===== config.mk =====
export PLATFORM = sky130hd
export DESIGN_NAME = rx_da_filter
export DESIGN_NICKNAME = d
export VERILOG_FILES = /design/src/rtl/rx_da_filter_pkg.sv /design/src/rtl/rx_da_crc.sv /design/src/rtl/rx_da_hash.sv /design/src/rtl/rx_da_perfect.sv /design/src/rtl/rx_da_filter.sv
export SDC_FILE = /design/constraint.sdc
export NUM_CORES = 1
export LEC_CHECK = 0
export ABC_AREA = 1
export BUFFER_PORTS_ARGS = -buffer_cell sky130_fd_sc_hd__buf_2
export CORE_AREA = 2 2 184 186
export CTS_CLUSTER_DIAMETER = 80
export CTS_CLUSTER_SIZE = 10
export DETAILED_ROUTE_END_ITERATION = 10
export DIE_AREA = 0 0 186 188
export PLACE_DENSITY_LB_ADDON = 0.12
export SLEW_MARGIN = 20
export SYNTH_ARGS = -nofsm -noshare
export SYNTH_HDL_FRONTEND = slang
export SYNTH_SLANG_ARGS = --single-unit
export TNS_END_PERCENT = 1

===== constraint.sdc =====
create_clock -name clk -period 6.9 [get_ports clk]
set_clock_uncertainty 0.2 [all_clocks]
set_input_delay 0.69 -clock clk [delete_from_list [all_inputs] [get_ports clk]]
set_output_delay 0.69 -clock clk [all_outputs]
set_load 0.01 [all_outputs]

===== src/rtl/rx_da_filter_pkg.sv =====
package rx_da_filter_pkg;

    localparam int          ADDR_BYTES = 6;
    localparam int          ADDR_W     = 8 * ADDR_BYTES;
    localparam logic [31:0] CRC_POLY   = 32'hEDB8_8320;
    localparam logic [31:0] CRC_PRESET = 32'hFFFF_FFFF;

    // One byte of the reflected CRC, least significant bit first
    function automatic logic [31:0] crc_step(input logic [31:0] c, input logic [7:0] b);
        logic [31:0] r;
        logic        fb;
        r = c;
        for (int i = 0; i < 8; i++) begin
            fb = r[0] ^ b[i];
            r  = r >> 1;
            if (fb) r = r ^ CRC_POLY;
        end
        return r;
    endfunction

    typedef struct packed {
        logic       active;
        logic [2:0] cnt;
        logic [ADDR_W-9:0] addr;
        logic       vld;
        logic       acc;
        logic       hh;
    } filt_state_t;

endpackage


===== src/rtl/rx_da_crc.sv =====
module rx_da_crc
    import rx_da_filter_pkg::*;
(
    input  logic        clk,
    input  logic        rst_n,
    input  logic        restart,
    input  logic        step,
    input  logic [7:0]  byte_in,
    output logic [31:0] crc_next
);
    logic [31:0] crc_d, crc_q;

    always_comb begin
        crc_next = crc_step(restart ? CRC_PRESET : crc_q, byte_in);
        crc_d    = step ? crc_next : crc_q;
    end

    always_ff @(posedge clk or negedge rst_n) begin
        if (!rst_n) crc_q <= CRC_PRESET;
        else        crc_q <= crc_d;
    end

    // a restarted step always begins from the preset value
    crc_restart_chk: assert property (@(posedge clk) disable iff (!rst_n)
        (step && restart) |=> (crc_q == crc_step(CRC_PRESET, $past(byte_in))));
endmodule


===== src/rtl/rx_da_hash.sv =====
module rx_da_hash #(
    parameter int MAX_LOG2 = 8
) (
    input  logic [31:0]            crc,
    input  logic [1:0]             size_sel,
    input  logic [2**MAX_LOG2-1:0] tbl,
    output logic                   hit
);
    localparam int BINS = 2**MAX_LOG2;

    logic [31:0]         rev;
    logic [31:0]         idx_full;
    logic [MAX_LOG2-1:0] idx;
    int                  nbits;

    always_comb begin
        for (int k = 0; k < 32; k++) rev[31-k] = ~crc[k];
        nbits = 6 + int'(size_sel);
        if (nbits > MAX_LOG2) nbits = MAX_LOG2;
        idx_full = rev >> (32 - nbits);
        idx      = idx_full[MAX_LOG2-1:0];
        hit      = tbl[idx];
    end
endmodule


===== src/rtl/rx_da_perfect.sv =====
module rx_da_perfect #(
    parameter int N_SLOTS = 4,
    parameter int ADDR_W  = 48
) (
    input  logic [ADDR_W-1:0]         addr,
    input  logic [N_SLOTS*ADDR_W-1:0] slots,
    output logic                      hit
);
    logic [N_SLOTS-1:0] match;

    for (genvar s = 0; s < N_SLOTS; s++) begin : g_slot
        logic [ADDR_W-1:0] entry;
        assign entry    = slots[s*ADDR_W +: ADDR_W];
        assign match[s] = (entry != '0) && (entry == addr);
    end

    assign hit = |match;
endmodule


===== src/rtl/rx_da_filter.sv =====
module rx_da_filter
    import rx_da_filter_pkg::*;
#(
    parameter int N_SLOTS   = 4,
    parameter int HASH_LOG2 = 8
) (
    input  logic                      clk,
    input  logic                      rst_n,
    input  logic                      frame_start,
    input  logic                      byte_vld,
    input  logic [7:0]                byte_in,
    input  logic                      promisc,
    input  logic                      rx_all,
    input  logic                      pass_all_grp,
    input  logic                      hash_grp,
    input  logic                      hash_or_perf,
    input  logic                      bcast_block,
    input  logic [1:0]                hash_size,
    input  logic [2**HASH_LOG2-1:0]   hash_tbl,
    input  logic [N_SLOTS*ADDR_W-1:0] slot_addr,
    output logic                      verdict_vld,
    output logic                      accept,
    output logic                      by_hash
);
    localparam logic [2:0] LAST_IDX = 3'(ADDR_BYTES - 1);

    filt_state_t st_d, st_q;

    logic              take, last;
    logic [2:0]        idx;
    logic [ADDR_W-1:0] full_addr;
    logic [31:0]       crc_next;
    logic              hash_hit, perf_hit;
    logic              is_grp, is_bcast;

    assign take      = byte_vld && (frame_start || st_q.active);
    assign idx       = frame_start ? 3'd0 : st_q.cnt;
    assign last      = take && (idx == LAST_IDX);
    assign full_addr = {st_q.addr, byte_in};

    rx_da_crc u_crc (
        .clk      (clk),
        .rst_n    (rst_n),
        .restart  (frame_start),
        .step     (take),
        .byte_in  (byte_in),
        .crc_next (crc_next)
    );

    rx_da_hash #(.MAX_LOG2(HASH_LOG2)) u_hash (
        .crc      (crc_next),
        .size_sel (hash_size),
        .tbl      (hash_tbl),
        .hit      (hash_hit)
    );

    rx_da_perfect #(.N_SLOTS(N_SLOTS), .ADDR_W(ADDR_W)) u_perf (
        .addr  (full_addr),
        .slots (slot_addr),
        .hit   (perf_hit)
    );

    always_comb begin
        st_d     = st_q;
        st_d.vld = 1'b0;
        st_d.acc = 1'b0;
        st_d.hh  = 1'b0;
        is_grp   = full_addr[ADDR_W-8];
        is_bcast = &full_addr;

        if (take) begin
            st_d.addr   = full_addr[ADDR_W-9:0];
            st_d.active = !last;
            st_d.cnt    = last ? 3'd0 : idx + 3'd1;
        end

        if (last) begin
            st_d.vld = 1'b1;
            if (rx_all || promisc) begin
                st_d.acc = 1'b1;
            end else if (is_bcast) begin
                st_d.acc = !bcast_block;
            end else if (is_grp && pass_all_grp) begin
                st_d.acc = 1'b1;
            end else if (is_grp && hash_grp) begin
                st_d.hh  = hash_hit;
                st_d.acc = hash_hit || (hash_or_perf && perf_hit);
            end else begin
                st_d.acc = perf_hit;
            end
        end
    end

    always_ff @(posedge clk or negedge rst_n) begin
        if (!rst_n) st_q <= '0;
        else        st_q <= st_d;
    end

    assign verdict_vld = st_q.vld;
    assign accept      = st_q.acc;
    assign by_hash     = st_q.hh;


    vld_pulse_chk: assert property (@(posedge clk) disable iff (!rst_n)
        verdict_vld |=> !verdict_vld);

    vld_after_byte_chk: assert property (@(posedge clk) disable iff (!rst_n)
        verdict_vld |-> $past(byte_vld));

    hash_implies_accept_chk: assert property (@(posedge clk) disable iff (!rst_n)
        by_hash |-> (accept && verdict_vld));

    quiet_outputs_chk: assert property (@(posedge clk) disable iff (!rst_n)
        !verdict_vld |-> (!accept && !by_hash));

    cnt_range_chk: assert property (@(posedge clk) disable iff (!rst_n)
        st_q.cnt <= LAST_IDX);
endmodule


==> results.cfg <==
[outcome]
status = completed

[timing]
setup_viol = 0
drv_slew = 0
rsz0062_at_grt = false
period_share_pct = 72.4
clock.fmax_mhz = 200
hold_ws_ns = 0.114
worstMarginPinSlew_ns = 0.978
final.min_clock_period_ns = 5.00
hold_viol = 0
tns_ns = 0
relSlewSlack_pct = 34.8

[floorplan]
start_util_pct = 30.5
coreArea_um2 = 33100
dieArea_um2 = 35000
io_pins = 471
die_h_um = 188
fp.dieW_um = 186
rows = 67

[placed_design]
hpwl_mm = 45.3
io_buffers = 470
globalplace.congestion = 0.983

[layout]
drive_gt1_share_pct = 30.1
final_nets = 2387
fillerInstances = 3724
syn2layout_area_growth_pct = 27.5

[power]
pwr-share-comb_pct = 64.3
internal-power_uw = 1750
power.share.switching_pct = 52.4
cellPowerDensity_nw_per_um2 = 285
leakagePower_uw = 0.00583
finalPower_uw = 3670
seqPwrFrac_pct = 23.0
switching_power_uw = 1930
peakVddDrop_uv = 120
clkPwrFrac_pct = 12.7

[hold_path]
hp-class = in -> async

[detailed_routing]
dr.first_iter.drc_count = 1334
dr.pass1.iters = 7
vias_per_cell = 5.64
totalWireLength_mm = 56.1
vias = 13429
post-route-drc-count = 0
detail_route.wl_per_cell_um = 23.6
antenna_left = 0

[global_route]
grt_pass1_wl_mm = 79.5
grt_pass1_vias = 12717
grt_overflow_total = 0
antenna_found_initial = 10
grtUsageTotal_pct = 30.7
grt_max_degree = 90

[logic_synthesis]
synth-edff-count = 0
ys.flop_type = dfrtp_1
syn_inst = 1549
synth-seq-area-share_pct = 20.0
synthArstFlopShare_pct = 100
netlist_area_um2 = 10100
synthTopCellsByCount = nand2_1, nand3_1, nand4_1
yosysMostFrequentCell = nand2_1
ys_types = 43
yosysTopAreaCellShare_pct = 13.6
synthesis.nets = 2019
synth-seq-cells = 79
synthTopCellsByArea = nand3_1, nand2_1, dfrtp_1
synth_top_area_cell = nand3_1
syn_avg_cell_area_um2 = 6.52
yosys_warnings = 0

[cts]
cts_root_buffer = clkbuf_16
cts_setup_buffers = 0
cts_sinks = 79
cts-resized-gates = 0
htree_levels = 3
numCtsBuffers = 9
cts_tree = done
clk_path_buf_depth = 2
clk_pin_slew_ns = 0.06
hold_buffers = 0
clock_latency_ns = 0.36

[job]
cap_violations = 0

[setup_path]
required_ns = 6.93
r2r_setup_slack_ns = 2.31
critPathKind = in -> reg
critPathLaunchType = input port
crit_arrival_ns = 5.03
endpoint_kind = flop
crit_fanout = 88
power by group through the flow:
stage | clock network [uW] | registers, uW | logic [uW]
after global routing | 494 | 856 | 2590
after global placement | 0 | 844 | 2330
after floorplan | 0 | 719 | 1700
after detailed placement | 0 | 844 | 2340
final | 465 | 846 | 2360
after CTS | 476 | 838 | 2350
registers in the layout, indices dropped and copies added, names as in the netlist:
register and flops:
verdict_vld 1, u_crc.crc_q 32, by_hash 1, accept 1, full_addr 40, st_q 4
worst max-delay path: stages:
cell,delay [ns]
buf_2,0.55
o21ai_1,0.18
nand2_1,0.16
nand2_1,0.09
nand2_2,0.23
nand3_2,0.18
nand3_4,0.41
nand3_4,0.83
buf_4,0.58
nand2_1,0.11
nand3_1,0.07
nand3_1,0.10
nand3_1,0.10
nand3_1,0.13
nand3_1,0.10
nand3_1,0.11
nand3_1,0.09
nand3_1,0.15
a21oi_2,0.07
cell families after synthesis:
kind of cell | after synthesis | share of synthesized area [%]
fa+ha+maj | 2 | 0.248
flops | 79 | 20.0
compound gates | 149 | 8.42
xor+xnor | 189 | 16.5
simple gates | 933 | 46.2
buf+inv | 197 | 8.59
cells in the final DEF, fill, tap and decap left out, drive strengths merged, types with 47 or more instances in the layout:
cell type / netlist / layout
buf: 83 / 483
nand2: 329 / 329
nand3: 278 / 278
nand4: 186 / 186
xnor2: 136 / 136
o21ai: 115 / 115
inv: 71 / 71
nor4: 69 / 69
nor2: 55 / 55
xor2: 53 / 53
dfrtp: 47 / 47
final timing paths:
kind | start | to | cells after the start
max | frame_start | accept | 19
min | rst_n | full_addr[34] | 1
max reg2reg | u_crc.crc_q[1] | accept | 18
min reg2reg | u_crc.crc_q[29] | u_crc.crc_q[29] | 2
max in group asynchronous | rst_n | full_addr[35] | 2
min in group clk | u_crc.crc_q[29] | u_crc.crc_q[29] | 2
cell type report:
type / instances / area (um2) / share of cell area, %
Sequential cell: 79 / 2020 / 15.7
Clock inverter: 5 / 32.5 / 0.253
Tap cell: 448 / 561 / 4.36
Antenna cell: 9 / 22.5 / 0.175
Timing Repair Buffer: 483 / 2450 / 19.1
Clock buffer: 11 / 253 / 1.96
Multi-Input combinational cell: 1273 / 7270 / 56.5
Inverter: 71 / 267 / 2.07
through the flow:
step | std cells | worst slack, ns | util, % | instance area, um2
floorplan | 1549 | 3.76 | - | 10100
detailed placement | 2354 | 1.62 | 37.9 | 12600
CTS | 2370 | 1.99 | 38.8 | 12800
global route | 2379 | 1.50 | 38.9 | 12900
global placement | 2354 | 1.70 | 37.9 | 12600
finish | 2379 | 1.90 | 38.9 | 12900
layer usage:
layer | share of wire [%] | vias up | GRT usage, % | wire length, um
met5 | 0.023 | - | 0 | 13
met4 | 5.2 | 2 | 16.6 | 2920
met3 | 8.0 | 148 | 5.20 | 4500
met2 | 48 | 751 | 52.1 | 27200
met1 | 38 | 6302 | 36.7 | 21500
li1 | - | 6226 | - | -
No activity file was read; power rests on OpenSTA's default activity.
